### src/rtl/clk_lane_pkg.sv
package clk_lane_pkg;

  // Line codes: bit 2 = HS driver enabled, bit 1 = P line, bit 0 = N line
  localparam logic [2:0] LC_LP11 = 3'b011;
  localparam logic [2:0] LC_LP01 = 3'b001;
  localparam logic [2:0] LC_LP00 = 3'b000;
  localparam logic [2:0] LC_HS0  = 3'b100;

  typedef enum logic [3:0] {
    ST_IDLE,
    ST_LPREQ,
    ST_PREP,
    ST_ZERO,
    ST_PRE,
    ST_RUN,
    ST_POST,
    ST_TRAIL,
    ST_EXIT
  } laneState_e;

  typedef enum logic [2:0] {
    IV_LPX,
    IV_PREP,
    IV_ZERO,
    IV_PRE,
    IV_POST,
    IV_TRAIL,
    IV_EXIT
  } interval_e;

  // Strobes from control to datapath
  typedef struct packed {
    logic      load;
    interval_e sel;
  } timerCmd_t;

endpackage

### src/rtl/clk_lane_dpath.sv
module clk_lane_dpath
  import clk_lane_pkg::*;
#(
  parameter int NUM_LANES = 4,
  parameter int CNT_W     = 8,
  parameter int LPX_CYC   = 2,
  parameter int PREP_CYC  = 3,
  parameter int ZERO_CYC  = 10,
  parameter int PRE_CYC   = 4,
  parameter int POST_CYC  = 6,
  parameter int TRAIL_CYC = 3,
  parameter int EXIT_CYC  = 4,
  localparam int LCNT_W   = $clog2(NUM_LANES + 1)
) (
  input  logic                 clk,
  input  logic                 rstN,
  input  timerCmd_t            cmd,
  input  logic [NUM_LANES-1:0] laneHs,
  input  logic [LCNT_W-1:0]    laneCount,
  output logic                 expired,
  output logic                 activeHs
);

  // Reload values are one less than the phase length: a phase of N
  // cycles sees the counter at N-1 down to 0.
  localparam logic [CNT_W-1:0] LD_LPX   = CNT_W'(LPX_CYC - 1);
  localparam logic [CNT_W-1:0] LD_PREP  = CNT_W'(PREP_CYC - 1);
  localparam logic [CNT_W-1:0] LD_ZERO  = CNT_W'(ZERO_CYC - 1);
  localparam logic [CNT_W-1:0] LD_PRE   = CNT_W'(PRE_CYC - 1);
  localparam logic [CNT_W-1:0] LD_POST  = CNT_W'(POST_CYC - 1);
  localparam logic [CNT_W-1:0] LD_TRAIL = CNT_W'(TRAIL_CYC - 1);
  localparam logic [CNT_W-1:0] LD_EXIT  = CNT_W'(EXIT_CYC - 1);

  logic [CNT_W-1:0] phaseCnt;
  logic [CNT_W-1:0] loadVal;

  always_comb begin
    unique case (cmd.sel)
      IV_LPX:   loadVal = LD_LPX;
      IV_PREP:  loadVal = LD_PREP;
      IV_ZERO:  loadVal = LD_ZERO;
      IV_PRE:   loadVal = LD_PRE;
      IV_POST:  loadVal = LD_POST;
      IV_TRAIL: loadVal = LD_TRAIL;
      IV_EXIT:  loadVal = LD_EXIT;
      default:  loadVal = '0;
    endcase
  end

  always_ff @(posedge clk or negedge rstN) begin
    if (!rstN) begin
      phaseCnt <= '0;
    end else if (cmd.load) begin
      phaseCnt <= loadVal;
    end else if (phaseCnt != '0) begin
      phaseCnt <= phaseCnt - 1'b1;
    end
  end

  assign expired = (phaseCnt == '0);

  // Active-lane mask: lane i is watched only when i < laneCount
  logic [NUM_LANES-1:0] activeMask;

  for (genvar i = 0; i < NUM_LANES; i++) begin : g_mask
    assign activeMask[i] = (laneCount > LCNT_W'(i));
  end

  assign activeHs = |(laneHs & activeMask);

endmodule

### src/rtl/clk_lane_ctrl.sv
module clk_lane_ctrl
  import clk_lane_pkg::*;
(
  input  logic       clk,
  input  logic       rstN,
  input  logic       req,
  input  logic       expired,
  input  logic       activeHs,
  output timerCmd_t  cmd,
  output logic       ack,
  output logic       dataGo,
  output logic [2:0] lineCode,
  output logic       hsClkEn
);

  laneState_e state, nextState;

  always_ff @(posedge clk or negedge rstN) begin
    if (!rstN) state <= ST_IDLE;
    else       state <= nextState;
  end

  logic keepRunning;
  assign keepRunning = req || activeHs;

  always_comb begin
    nextState = state;
    cmd.load  = 1'b0;
    cmd.sel   = IV_LPX;
    unique case (state)
      ST_IDLE: if (req) begin
        nextState = ST_LPREQ;
        cmd.load  = 1'b1;
        cmd.sel   = IV_LPX;
      end
      ST_LPREQ: if (expired) begin
        nextState = ST_PREP;
        cmd.load  = 1'b1;
        cmd.sel   = IV_PREP;
      end
      ST_PREP: if (expired) begin
        nextState = ST_ZERO;
        cmd.load  = 1'b1;
        cmd.sel   = IV_ZERO;
      end
      ST_ZERO: if (expired) begin
        nextState = ST_PRE;
        cmd.load  = 1'b1;
        cmd.sel   = IV_PRE;
      end
      ST_PRE: if (expired) nextState = ST_RUN;
      ST_RUN: if (!keepRunning) begin
        nextState = ST_POST;
        cmd.load  = 1'b1;
        cmd.sel   = IV_POST;
      end
      ST_POST: begin
        if (keepRunning) begin
          nextState = ST_RUN;
        end else if (expired) begin
          nextState = ST_TRAIL;
          cmd.load  = 1'b1;
          cmd.sel   = IV_TRAIL;
        end
      end
      ST_TRAIL: if (expired) begin
        nextState = ST_EXIT;
        cmd.load  = 1'b1;
        cmd.sel   = IV_EXIT;
      end
      ST_EXIT: if (expired) nextState = ST_IDLE;
      default: nextState = ST_IDLE;
    endcase
  end

  always_comb begin
    lineCode = LC_LP11;
    hsClkEn  = 1'b0;
    unique case (state)
      ST_IDLE, ST_EXIT: lineCode = LC_LP11;
      ST_LPREQ:         lineCode = LC_LP01;
      ST_PREP:          lineCode = LC_LP00;
      ST_ZERO, ST_TRAIL: lineCode = LC_HS0;
      ST_PRE, ST_RUN, ST_POST: begin
        lineCode = LC_HS0;
        hsClkEn  = 1'b1;
      end
      default:          lineCode = LC_LP11;
    endcase
  end

  assign ack    = (state == ST_RUN);
  assign dataGo = (state == ST_PRE) && expired;

endmodule

### src/rtl/clk_lane_burst_ctl.sv
module clk_lane_burst_ctl
  import clk_lane_pkg::*;
#(
  parameter int NUM_LANES = 4,
  parameter int CNT_W     = 8,
  parameter int LPX_CYC   = 2,
  parameter int PREP_CYC  = 3,
  parameter int ZERO_CYC  = 10,
  parameter int PRE_CYC   = 4,
  parameter int POST_CYC  = 6,
  parameter int TRAIL_CYC = 3,
  parameter int EXIT_CYC  = 4,
  localparam int LCNT_W   = $clog2(NUM_LANES + 1)
) (
  input  logic                 clk,
  input  logic                 rstN,
  input  logic                 req,
  input  logic [NUM_LANES-1:0] laneHs,
  input  logic [LCNT_W-1:0]    laneCount,
  output logic                 ack,
  output logic                 dataGo,
  output logic [2:0]           lineCode,
  output logic                 hsClkEn
);

  timerCmd_t timerCmd;
  logic      expired;
  logic      activeHs;

  clk_lane_dpath #(
    .NUM_LANES (NUM_LANES),
    .CNT_W     (CNT_W),
    .LPX_CYC   (LPX_CYC),
    .PREP_CYC  (PREP_CYC),
    .ZERO_CYC  (ZERO_CYC),
    .PRE_CYC   (PRE_CYC),
    .POST_CYC  (POST_CYC),
    .TRAIL_CYC (TRAIL_CYC),
    .EXIT_CYC  (EXIT_CYC)
  ) i_dpath (
    .clk       (clk),
    .rstN      (rstN),
    .cmd       (timerCmd),
    .laneHs    (laneHs),
    .laneCount (laneCount),
    .expired   (expired),
    .activeHs  (activeHs)
  );

  clk_lane_ctrl i_ctrl (
    .clk      (clk),
    .rstN     (rstN),
    .req      (req),
    .expired  (expired),
    .activeHs (activeHs),
    .cmd      (timerCmd),
    .ack      (ack),
    .dataGo   (dataGo),
    .lineCode (lineCode),
    .hsClkEn  (hsClkEn)
  );

endmodule

### config.mk
export PLATFORM = sky130hd
export DESIGN_NAME = clk_lane_burst_ctl
export DESIGN_NICKNAME = d
export VERILOG_FILES = /design/src/rtl/clk_lane_pkg.sv /design/src/rtl/clk_lane_dpath.sv /design/src/rtl/clk_lane_ctrl.sv /design/src/rtl/clk_lane_burst_ctl.sv
export SDC_FILE = /design/constraint.sdc
export NUM_CORES = 1
export LEC_CHECK = 0
export BUFFER_PORTS_ARGS = -buffer_cell sky130_fd_sc_hd__buf_2
export CORE_MARGIN = 2
export CORE_UTILIZATION = 45
export CTS_CLUSTER_SIZE = 8
export DETAILED_ROUTE_END_ITERATION = 8
export PLACE_DENSITY_LB_ADDON = 0.2
export SETUP_SLACK_MARGIN = 0.1
export SYNTH_ARGS = -nofsm -noshare
export SYNTH_HDL_FRONTEND = slang
export SYNTH_SLANG_ARGS = --single-unit
### constraint.sdc
create_clock -name clk -period 1.7 [get_ports clk]
set_input_delay 0.51 -clock clk [delete_from_list [all_inputs] [get_ports clk]]
set_output_delay 0.51 -clock clk [all_outputs]
set_load 0.02 [all_outputs]
Yosys cells after proc, flatten, opt, wreduce, memory -nomap -nowiden
Index checks and enable logic that the tools add are counted.
{ "totals": {"register_bits": 12, "in_bits": 10, "out_inout_bits": 6, "elab_cells": 69} }
{ "op_classes": {"n_addsub": 1, "magnitude_cmp": 4, "n_eq_ne": 23, "muxes": 25, "n_bitwise": 1, "n_reduce_logical": 13} }
{ "ops": {"columns": ["op", "n"], "rows": [
  ["4-bit 2-to-1 mux", 18],
  ["4-bit case mux with 9 select lines", 1],
  ["4-bit case mux with 7 select lines", 1],
  ["4-bit case mux with 5 select lines", 1],
  ["4-bit by 3-bit == test with 1-bit output (second input constant)", 4],
  ["8-bit 2-to-1 mux", 2],
  ["2-bit by 1-bit inequality test with 1-bit output (second input constant)", 6],
  ["3-bit == test (second input constant)", 3],
  ["3-bit case mux with 3 select lines", 1],
  ["9-bit AND reduction", 1],
  ["4-bit by 2-bit == test with 1-bit output (second input constant)", 2],
  ["8-bit zero test", 1],
  ["8-bit nonzero test", 1],
  ["8-bit by 1-bit subtractor with 8-bit output (second input constant)", 1],
  ["3-bit by 2-bit == test with 1-bit output (second input constant)", 2],
  ["3-bit by 1-bit greater-than comparator with 1-bit output (second input constant)", 2],
  ["3-bit by 2-bit greater-than comparator with 1-bit output (second input constant)", 2],
  ["5-bit OR reduction", 1],
  ["4-bit AND", 1],
  ["4-bit by 1-bit == test with 1-bit output (second input constant)", 1],
  ["4-bit == test (second input constant)", 1],
  ["4-bit zero test", 1],
  ["2-bit inequality test (second input constant)", 2],
  ["2-bit OR reduction", 2],
  ["other kinds (9)", 9]
]} }

Depth between registers and ports, before layout
Gate-level depths: netlist of run 1.
{ "depth": {"word_depth": 10, "depth_mapped": 8, "depth_no_buf": 7} }

By module
A second synthesis of run 1 with hierarchy kept.
{ "hier_totals": {"cells_unflattened": 114, "hier_area_um2": 944.7} }
{ "by_module_without_submodules": {"columns": ["mod", "n_inst", "cells_per_inst", "area_per_inst_um2", "seq_area_each_um2"], "rows": [
  ["clk_lane_dpath", 1, 60, 544.3, 200.2],
  ["clk_lane_ctrl", 1, 54, 400.4, 100.1]
]} }

Worst setup path before layout of run 1
Ideal clock, no wire load.
{ "synth_timing": {"kind": "register to output", "start": "reg i_dpath.phaseCnt[0]", "end": "out dataGo", "arrival_ns": 1.695, "t_required_ns": 1.190, "path_slack_ns": -0.505, "stages_incl_launch_ff": 6, "path_buffers": 0, "path_cell_list": "dfrtp_1 > inv_1 > ha_1 > nor4b_4 > nand2_1 > nor4_1"} }
{ "synth_between": {"elab_chain_cells": 2} }
{ "synth_rtl": {"columns": ["item", "line_no", "rtl"], "rows": [
  ["start: declaration", "clk_lane_dpath.sv:34", "logic [CNT_W-1:0] phaseCnt;"],
  ["start signal: assignment", "clk_lane_dpath.sv:54", "phaseCnt <= loadVal;"],
  ["start signal: assignment", "clk_lane_dpath.sv:56", "phaseCnt <= phaseCnt - 1'b1;"],
  ["8-bit zero test", "clk_lane_dpath.sv:60", "assign expired = (phaseCnt == '0);"],
  ["1-bit logical AND", "clk_lane_ctrl.sv:93", "assign dataGo = (state == ST_PRE) && expired;"],
  ["end: declaration", "clk_lane_burst_ctl.sv:21", "output logic dataGo,"]
]} }
No other way between the ends.

Worst setup path in the final report of run 1
Same ends and word-level chain as after synthesis.

==> results of run 1 <==
==> final timing paths <==
check                                    startpoint  slack [ns]  cells past startpoint                  end
max in group asynchronous                      rstN        1.35                      1      i_ctrl.state[1]
worst min register to register  i_dpath.phaseCnt[6]        0.69                      3  i_dpath.phaseCnt[6]
worst min-delay path                           rstN         0.1                      1      i_ctrl.state[3]
worst max register to register  i_dpath.phaseCnt[1]       -0.10                      7  i_dpath.phaseCnt[7]
min in group clk                                req        0.64                      3  i_dpath.phaseCnt[2]
worst max-delay path            i_dpath.phaseCnt[0]       -0.36                      6               dataGo
==> synth_stat cells (all sizes together) (2+ instances only) <==
library cell  number  area (um2)
nor2              16       62.56
dfrtp             12       300.3
a21oi              8       40.04
nor3               8       50.05
nand2              5       18.77
nand3              5       25.02
nand2b             4       32.53
o21ai              4       20.02
a31oi              3       18.77
clkbuf             3       11.26
inv                3       11.26
mux2i              3       30.03
nor4b              3       56.31
buf                2       16.26
or2                2       12.51
or3b               2       17.52
xnor2              2       17.52
xor2               2       17.52
==> kinds of logic (layout without fill, tap and decap cells) <==
kind of cell	Yosys count	count (layout)	share of synthesized area
AND/OR/NAND/NOR	53	53	0.3802
AO/OA/AOI/OAI	22	22	0.1560
flip-flops	12	12	0.3343
buffers and inverters	8	62	0.04317
XOR/XNOR	4	4	0.03900
multiplexers	3	3	0.03343
adder cells (fa/ha/maj)	1	1	0.01393
==> metal layers <==
layer | routed length (um) | GRT usage | vias to the layer above
met1 | 1275 | 0.2697 | 517
met2 | 1872 | 0.4498 | 60
met3 | 190 | 0.03395 | 10
met5 | 0 | 0 | -
met4 | 119 | 0.1524 | 0
li1 | - | - | 484
==> flip-flops by register name, summed over array words and instances, names as in the netlist <==
| name | cells |
|---|---|
| i_ctrl.state | 4 |
| i_dpath.phaseCnt | 8 |
==> area by class of cell <==
cell class | instances | area [um2] | share of cell area
Timing Repair Buffer | 55 | 431.7 | 0.2771
Tap cell | 27 | 33.78 | 0.02169
Inverter | 3 | 13.76 | 0.008835
Multi-Input combinational cell | 83 | 738.2 | 0.4739
Sequential cell | 12 | 304.0 | 0.1952
Clock buffer | 4 | 36.28 | 0.02329
==> critical path, stage by stage (launching register included) <==
cell,delay [ns]
dfrtp_1,0.41
inv_2,0.08
ha_4,0.12
nor4b_4,0.23
nand2_2,0.11
nor4_4,0.14
buf_4,0.17
==> per-stage QoR <==
step           total power, mW  setup slack, ns  setup TNS [ns]
2_1_floorplan            1.419          -0.1395         -0.1395
3_3_place_gp             1.919         -0.09810         -0.3241
3_5_place_dp             1.967          -0.1255         -0.5193
4_1_cts                  2.536          -0.3280         -0.7831
5_1_grt                  3.133          -0.4191          -1.748
6_report                 3.002          -0.3598          -1.212
==> report_power, final <==
group	switching, mW	internal [mW]
sequential	0.132	0.410
combinational	1.06	1.16
clock	0.115	0.131
total	1.31	1.70
==> repair_timing <==
action,4_1_cts,5_1_grt
cloned,0,0
hold buffers,0,0
endpoints found under the setup margin,15,17
buffers inserted,8,10
gates resized for setup,33,21
pin swaps,6,15
==> summary.md, run 1 <==
| Metric | Value |
|---|---|
| Most common cell after layout, fill and taps aside | `buf_4` |
| Clock Sinks | `12` |
| Iteration-0 DRC Markers | `37` |
| Layout cells sized above 1 | `0.6242` |
| Final Core Density | `0.8105` |
| Root buffer cell | `clkbuf_4` |
| Later-pin clock latency in the skew report | `0.29 ns` |
| NumNets Final | `about 170` |
| Core area | `1922 um2` |
| Final setup vio count | `10` |
| Per-cell routed wire length | `18.79 um` |
| PortBufs | `15` |
| Die width | `48.68 um` |
| Largest net degree at the start of global routing | `13` |
| Area after DPL | `1202 um2` |
| Setup crit start kind | `register` |
| Vias in the first global route | `1013` |
| Antenna violations before repair | `0` |
| YS warnings | `0` |
| Synth Flop Type | `dfrtp_1` |
| Fmax | `between 400 and 500 MHz` |
| Status | `finished, violations left` |
| Via Count | `~1100` |
| Post-synth ARST share | `1.000` |
| H-tree levels | `1` |
| Power Density | `1927 nW/um2` |
| Routability cong. | `0.8362` |
| RSZ-0062 raised after global routing | `yes` |
| Total grt overflow | `0` |
| Least-Margin Pin Slew | `roughly 0.34 ns` |
| CTS tree | `built` |
| Fin Hold WS | `0.09558 ns` |
| Area Growth Syn to Fin | `73.40%` |
| Number of fill cells | `120` |
| Diodes inserted | `0` |
| Die area | `between 2000 and 2500 um2` |
| Max-cap violation count | `0` |
| Most frequent cells in the layout | `buf_4 (35), nor2_1 (11), buf_6 (11)` |
| Period Utilization, post-route | `1.212` |
| CTS max path bufs | `2` |
| Count of different cell masters after synthesis | `40` |
| Critical path capture point type | `output port` |
| Post-route ant nets | `0` |
| Post-synthesis cell count | `slightly above 100` |
| Leak pwr | `0.6896 nW` |
| Slew margin rel. | `0.7707` |
| Post-DP HPWL | `approximately 1.8 mm` |
| Post-synthesis area per instance | `between 8 and 9 um2` |
| Drt via density | `approximately 5.8` |
| Cells after DPL | `165` |
| Global-route wire length before repair | `roughly 4.5 mm` |
| Maximum VDD drop | `about 1400 uV` |
| Final wirelength | `~3.5 mm` |
| Die height | `roughly 49 um` |
| Sequential area share after synthesis | `0.3343` |
| Final Cell Area | `1558 um2` |
| Post-synth EDFFs | `0` |
| Setup CP Type | `reg -> out` |
| CP arrival | `around 1.6 ns` |
| I/O pin cnt | `16` |
| Net count of the mapped netlist | `114` |
| Row count | `16` |
| Fin. max-slew vios | `0` |
| Critical path peak fanout | `2` |
| Mapped cell area | `about 900 um2` |
| Worst setup margin | `-0.3598 ns` |
| Final Hold Fails | `0` |
| Setup Skew | `about 0.0049 ns` |
| Reg clk slew, reported paths | `0.09 ns` |
| Total Routing Usage GR | `0.2477` |
| Finished Layout Cells | `184` |
| Synthesis-stage register bit count | `12` |
| Failing checks | `setup timing` |
| TritonCTS buffer count | `3` |
| Initial Utilization | `0.4674` |
| CP required | `about 1.2 ns` |
| Post-route DRC | `0` |
| Tightest Hold Check Type | `in -> async` |
| Min cycle time layout | `between 2 and 2.5 ns` |
| TritonRoute pass-1 iters | `4` |
Power figures use the tool's default switching activity.
==> inputs of run 2 (changes only) <==
CORE_ASPECT_RATIO = 1.1   (was not set)
==> summary.md, run 2 (synthesized netlist as in run 1, its figures left out) <==
| Metric | Value |
|---|---|
| Status | `finished, violations left` |
| Failing checks | `setup timing` |
| Largest Register | `i_dpath.phaseCnt` |
| Initial Utilization | `0.4931 (+0.02568)` |
| Largest regs | `i_dpath.phaseCnt: 8 flops, i_ctrl.state: 4 flops` |
| Reg-to-reg endpoint | `i_dpath.phaseCnt[7]` |
| Later-pin clock latency in the skew report | `0.29 ns (about the same)` |
| Worst path depth | `6 (unchanged)` |
| Die height | `50.86 um (+4.5%)` |
| Worst path cell trace | `inv_2 > ha_4 > nor4b_4 > nand2_2 > nor4_4 > buf_4` |
| TritonCTS buffer count | `3 (unchanged)` |
| I/O pin cnt | `16 (unchanged)` |
| Area after DPL | `1180 um2 (-1.9%)` |
| CTS max path bufs | `2 (unchanged)` |
| Most common cell after layout, fill and taps aside | `buf_4` |
| Number of fill cells | `108 (-10%)` |
| Tightest Hold Check Type | `in -> async` |
| H-tree levels | `1 (unchanged)` |
| Drt via density | `5.455 (-6.3%)` |
| Die area | `2370 um2 (about the same)` |
| CP required | `1.19 ns (about the same)` |
| Final wirelength | `2.858 mm (-17%)` |
| Least-Margin Pin Slew | `0.3117 ns (-0.02982 ns)` |
| Vias in the first global route | `985 (-2.8%)` |
| Total Routing Usage GR | `0.2607 (+0.01298)` |
| Reg clk slew, reported paths | `0.09 ns (about the same)` |
| Post-route DRC | `0 (unchanged)` |
| Via Count | `971 (-9.3%)` |
| Post-DP HPWL | `1.731 mm (-6.4%)` |
| Post-route ant nets | `0 (unchanged)` |
| Row count | `16 (unchanged)` |
| Per-cell routed wire length | `16.06 um (-15%)` |
| Reg-to-reg slack, setup | `-0.09 ns (about the same)` |
| PortBufs | `15 (unchanged)` |
| Fin. max-slew vios | `0 (unchanged)` |
| CP startpoint | `i_dpath.phaseCnt[0]` |
| Sequential Area | `302.8 um2 (-0.41%)` |
| Final Core Density | `0.8049 (-0.005602)` |
| Max reg flops | `8 (unchanged)` |
| FF-to-FF Start | `i_dpath.phaseCnt[0]` |
| Min cycle time layout | `2.065 ns (+0.005476 ns)` |
| Final Hold Fails | `0 (unchanged)` |
| Worst setup path end | `dataGo` |
| Period Utilization, post-route | `1.215 (+0.003221)` |
| Critical path's largest stage delay | `0.40 ns (about the same)` |
| Area Growth Syn to Fin | `63.23%` |
| Core area | `1822 um2 (-5.2%)` |
| CP arrival | `1.56 ns (about the same)` |
| Largest net degree at the start of global routing | `13 (unchanged)` |
| Most frequent cells in the layout | `buf_4 (29), nor2_1 (12), buf_6 (11)` |
| Setup crit start kind | `register` |
| Layout cells sized above 1 | `0.5629 (-0.06129)` |
| Final setup vio count | `9 (-1)` |
| Iteration-0 DRC Markers | `20 (-46%)` |
| Final Cell Area | `1466 um2 (-5.9%)` |
| Setup Skew | `0.001314 ns (-0.003540 ns)` |
| Clock Sinks | `12 (unchanged)` |
| Routability cong. | `0.7723 (-7.6%)` |
| Worst path top cell family by delay | `simple AND/OR/NAND/NOR gates` |
| Root buffer cell | `clkbuf_4` |
| Global-route wire length before repair | `4.374 mm (-2.5%)` |
| Buffer and inverter count on the worst path | `2 (unchanged)` |
| NumNets Final | `163 (-3.6%)` |
| RSZ-0062 raised after global routing | `yes` |
| Worst setup margin | `-0.3652 ns (-0.005476 ns)` |
| TritonRoute pass-1 iters | `4 (unchanged)` |
| CTS tree | `built` |
| Diodes inserted | `0 (unchanged)` |
| Die width | `46.60 um (-4.3%)` |
| Total grt overflow | `0 (unchanged)` |
| Antenna violations before repair | `0 (unchanged)` |
| Critical path capture point type | `output port` |
| CP max stage cell | `dfrtp_1` |
| Leak pwr | `0.6444 nW (-6.6%)` |
| Slew margin rel. | `0.7922 (+0.02152)` |
| Multi-input logic area | `693.2 um2 (-6.1%)` |
| Fmax | `484.2 MHz (-0.27%)` |
| Critical path peak fanout | `2 (unchanged)` |
| R2R depth | `7 (unchanged)` |
| Setup CP Type | `reg -> out` |
| Max-cap violation count | `0 (unchanged)` |
| Maximum VDD drop | `1286 uV (-5.9%)` |
| Power Density | `1855 nW/um2 (-3.7%)` |
run 2: through the flow:
stage | setup WS, ns | instances | TNS [ns] | total power, mW | hold WS [ns]
detailed placement | -0.1523 | 162 | -0.7252 | 1.922 | 0.4114
finish | -0.3652 | 178 | -1.063 | 2.721 | 0.09741
CTS | -0.3562 | 173 | -0.8380 | 2.505 | 0.1102
global placement | -0.1029 | 162 | -0.3921 | 1.883 | 0.4045
global route | -0.4523 | 178 | -1.560 | 2.894 | 0.1071
floorplan | -0.1395 | 103 | -0.1395 | 1.419 | 0.2144
run 2: power breakdown:
group / switching (mW) / internal, mW
combinational: 0.915 / 1.02
sequential: 0.134 / 0.408
clock: 0.117 / 0.131
run 2: layer usage:
layer	GRT usage	vias to the layer above	wire length, um
met5	0	-	0
met4	0.1095	0	70
met3	0.04947	13	102
met2	0.4653	29	1590
met1	0.2883	462	1095
li1	-	467	-
run 2: layout make-up:
class | instances | share of cell area
multi-input combinational | 83 | 0.4727
timing repair buffer | 49 | 0.2637
sequential | 12 | 0.2065
clock buffer | 4 | 0.02474
tap | 27 | 0.02304
inverter | 3 | 0.009386
run 2: how the worst min path moves through the flow:
stage | end | slack (ns) | cells past startpoint
2_1_floorplan | i_ctrl.state[0] | 0.21 | 0
3_3_place_gp | i_ctrl.state[1] | 0.40 | 1
3_5_place_dp | i_ctrl.state[1] | 0.41 | 1
4_1_cts | i_ctrl.state[3] | 0.11 | 1
5_1_grt | i_ctrl.state[3] | 0.11 | 1
6_report | i_ctrl.state[1] | 0.1 | 1
run 2: repair_timing:
action,CTS,global route
gates resized for setup,33,10
cloned,0,0
hold buffers,0,0
hold endpoints to repair,0,0
buffers inserted,8,6
pin swaps,9,12
endpoints found under the setup margin,15,15
run 2: worst reg2reg max path, cell delays in order (launching register included):
cell,delay (ns)
dfrtp_1,0.40
buf_4,0.14
buf_6,0.11
nor3_4,0.12
or3b_4,0.45
nor3_4,0.15
mux2i_1,0.27
nor2_2,0.05
==> inputs of run 3 (changes only) <==
ABC_AREA = 1   (was not set)
==> summary.md, run 3 <==
| Metric | Value |
|---|---|
| Die area | `2633 um2 (+11%)` |
| Period Utilization, post-route | `1.175 (-0.04006)` |
| CP arrival | `1.49 ns (-0.07 ns)` |
| TritonCTS buffer count | `3 (unchanged)` |
| Power Density | `1894 nW/um2 (+2.1%)` |
| M1 GR Usage | `0.2370 (-0.05126)` |
| Power Total | `3.290 mW (+21%)` |
| Post-synthesis cell count | `142 (+38%)` |
| Antenna violations before repair | `0 (unchanged)` |
| Net count of the mapped netlist | `153 (+34%)` |
| Final wirelength | `3.831 mm (+34%)` |
| Critical path capture point type | `output port` |
| Final setup vio count | `18 (+9)` |
| Post-synthesis area per instance | `7.093 um2 (-19%)` |
| Failing checks | `setup timing` |
| Drt via density | `5.565 (+2.0%)` |
| Row count | `17 (+1)` |
| CTS max path bufs | `2 (unchanged)` |
| Area share of the largest cell type after synthesis | `0.2981 (-0.03613)` |
| Grt peak-use layer | `met2` |
| Leading cell type by number of instances after synthesis | `nand2_1` |
| Fmax | `500.7 MHz (+3.4%)` |
| Critical path's largest stage delay | `0.45 ns (+0.05 ns)` |
| Max-cap violation count | `0 (unchanged)` |
| Die height | `53.62 um (+5.4%)` |
| Setup Skew | `0.005674 ns (+0.004360 ns)` |
| NumNets Final | `214 (+31%)` |
| Total Routing Usage GR | `0.2348 (-0.02593)` |
| Reg clk slew, reported paths | `0.09 ns (about the same)` |
| Iteration-0 DRC Markers | `61 (+200%)` |
| CP max stage cell | `dfrtp_2` |
| H-tree levels | `1 (unchanged)` |
| Via Count | `1280 (+32%)` |
| Post-route ant nets | `0 (unchanged)` |
| Simple-gate area share of the yosys netlist | `0.4969 (+0.1167)` |
| Least-Margin Pin Slew | `0.4450 ns (+0.1333 ns)` |
| Synth area leader | `dfrtp_1` |
| Cells after DPL | `206 (+27%)` |
| Clock Sinks | `12 (unchanged)` |
| TritonRoute pass-1 iters | `7 (+3)` |
| Finished Layout Cells | `230 (+29%)` |
| Die width | `49.11 um (+5.4%)` |
| YS warnings | `0 (unchanged)` |
| Area Growth Syn to Fin | `72.42%` |
| Tightest Hold Check Type | `in -> async` |
| Slew margin rel. | `0.7014 (-0.09084)` |
| Min cycle time layout | `1.997 ns (-0.06811 ns)` |
| Mapped cell area | `1007 um2 (+12%)` |
| Routability cong. | `0.8628 (+12%)` |
| Setup crit start kind | `register` |
| Sequential area share after synthesis | `0.2981 (-0.03613)` |
| Post-synth EDFFs | `0 (unchanged)` |
| Synth Flop Type | `dfrtp_1` |
| I/O pin cnt | `16 (unchanged)` |
| Status | `finished, violations left` |
| Initial Utilization | `0.4882 (-0.004958)` |
| Synth top cells by count | `nand2_1 (35), nor2_1 (16), inv_1 (14), dfrtp_1 (12), nand3_1 (9)` |
| Diodes inserted | `0 (unchanged)` |
| Final Hold Fails | `0 (unchanged)` |
| Largest Register | `i_dpath.phaseCnt` |
| Mux share of post-synthesis cell area | `0 (-0.03343)` |
| RSZ-0062 raised after global routing | `yes` |
| Largest family of logic cells by synthesized area | `simple AND/OR/NAND/NOR gates` |
| Largest net degree at the start of global routing | `13 (unchanged)` |
| Per-cell routed wire length | `16.66 um (+3.7%)` |
| Fin. max-slew vios | `0 (unchanged)` |
| Root buffer cell | `clkbuf_4` |
| Critical path peak fanout | `3 (+1)` |
| Most common cell after layout, fill and taps aside | `buf_4` |
| Largest cells by area after synthesis | `dfrtp_1 (30%), nand2_1 (13%), nor2_1 (6.0%)` |
| Synthesis-stage register bit count | `12 (unchanged)` |
| Worst setup margin | `-0.2971 ns (+0.06811 ns)` |
| Maximum VDD drop | `1308 uV (+1.7%)` |
| Met2 Use GR | `0.4685 (+0.003191)` |
| Complex-gate fraction of the synthesized area | `0.06957 (-0.08642)` |
| Worst path cell trace | `nor2_4 > inv_2 > nor2_4 > inv_2 > nand2_4 > nor2_4 > o21ai_2 > inv_2 > buf_6` |
| Max reg flops | `8 (unchanged)` |
| Core area | `2063 um2 (+13%)` |
| Leak pwr | `0.8972 nW (+39%)` |
| Synth Area in XOR/XNOR | `0.04348 (+0.004481)` |
| Post-route DRC | `0 (unchanged)` |
| Vias in the first global route | `1162 (+18%)` |
| Most frequent cells in the layout | `buf_4 (36), nand2_1 (28), buf_6 (11)` |
| Later-pin clock latency in the skew report | `0.29 ns (about the same)` |
| Total grt overflow | `0 (unchanged)` |
| Post-DP HPWL | `1.817 mm (+5.0%)` |
| Setup CP Type | `reg -> out` |
| CTS tree | `built` |
| CP required | `1.19 ns (about the same)` |
| Layout cells sized above 1 | `0.6089 (+0.04600)` |
| Largest regs | `i_dpath.phaseCnt: 8 flops, i_ctrl.state: 4 flops` |
| Global-route wire length before repair | `4.705 mm (+7.6%)` |
| Met3 Usage GRT | `0.01389 (-0.03558)` |
| Post-synth ARST share | `1.000 (unchanged)` |
| Count of different cell masters after synthesis | `27 (-33%)` |
| PortBufs | `15 (unchanged)` |
| Synth Area in Adders | `0.01242 (-0.001505)` |
[run 3: cell types whose count changed after synthesis, sizes merged, moves of 4 or more]
cell,change
nor2,+10
nand2,+41
inv,+15
o21ai,+4
a21oi,-5
nand2b,-4
nand3,+5
[run 3: metrics by stage]
stage | hold WS (ns) | setup slack, ns | setup TNS (ns) | area [um2] | utilization
floorplan | 0.2144 | 0.01354 | 0 | 1071 | -
global placement | 0.3981 | -0.04839 | -0.1986 | 1339 | 0.6489
detailed placement | 0.4047 | -0.1291 | -0.5872 | 1339 | 0.6489
CTS | 0.1029 | -0.2388 | -0.9626 | 1545 | 0.7489
global route | 0.1019 | -0.3650 | -3.503 | 1737 | 0.8417
finish | 0.09133 | -0.2971 | -2.303 | 1737 | 0.8417
[run 3: report_power, final]
part | total (mW) | internal [mW] | switching (mW)
Combinational | 2.49 | 1.14 | 1.35
Sequential | 0.556 | 0.425 | 0.130
Clock | 0.240 | 0.131 | 0.109
[run 3: critical path, delay by kind of cell, from the launching register on]
family	cells	cell delay, ns
flops	1	0.45
compound gates	1	0.07
buf+inv	4	0.32
simple gates	4	0.35
[run 3: path summary, 6_finish.rpt]
path | start | slack (ns) | endpoint | depth (start not counted)
max | i_ctrl.state[3] | -0.30 | lineCode[1] | 9
min | rstN | 0.09 | i_dpath.phaseCnt[5] | 1
max reg2reg | i_ctrl.state[3] | -0.16 | i_dpath.phaseCnt[3] | 13
min reg2reg | i_dpath.phaseCnt[0] | 0.61 | i_dpath.phaseCnt[0] | 3
max in group asynchronous | rstN | 1.37 | i_ctrl.state[0] | 1
min in group clk | i_dpath.phaseCnt[0] | 0.61 | i_dpath.phaseCnt[0] | 3
[run 3: per-layer routing]
layer,up-vias,routed length [um]
met4,0,123
met2,89,2077
met5,-,0
met3,23,258
li1,581,-
met1,587,1371
[run 3: layout make-up]
| type | instances | area, um2 |
|---|---|---|
| Fill cell | 123 | 326.6 |
| Clock buffer | 4 | 36.28 |
| Inverter | 18 | 80.08 |
| Multi-Input combinational cell | 111 | 822.0 |
| Sequential cell | 12 | 304.0 |
| Tap cell | 28 | 35.03 |
| Timing Repair Buffer | 57 | 459.2 |
[run 3: timing repair]
action | 4_1_cts | 5_1_grt
endpoints found under the setup margin | 11 | 18
hold buffers | 0 | 0
pin swaps | 6 | 12
buffers inserted | 8 | 12
resized for setup | 31 | 23
[run 3: cells by family after synthesis]
family,Yosys count
simple gates,92
flops,12
compound gates,13
buf+inv,19
xor+xnor,5
fa+ha+maj,1
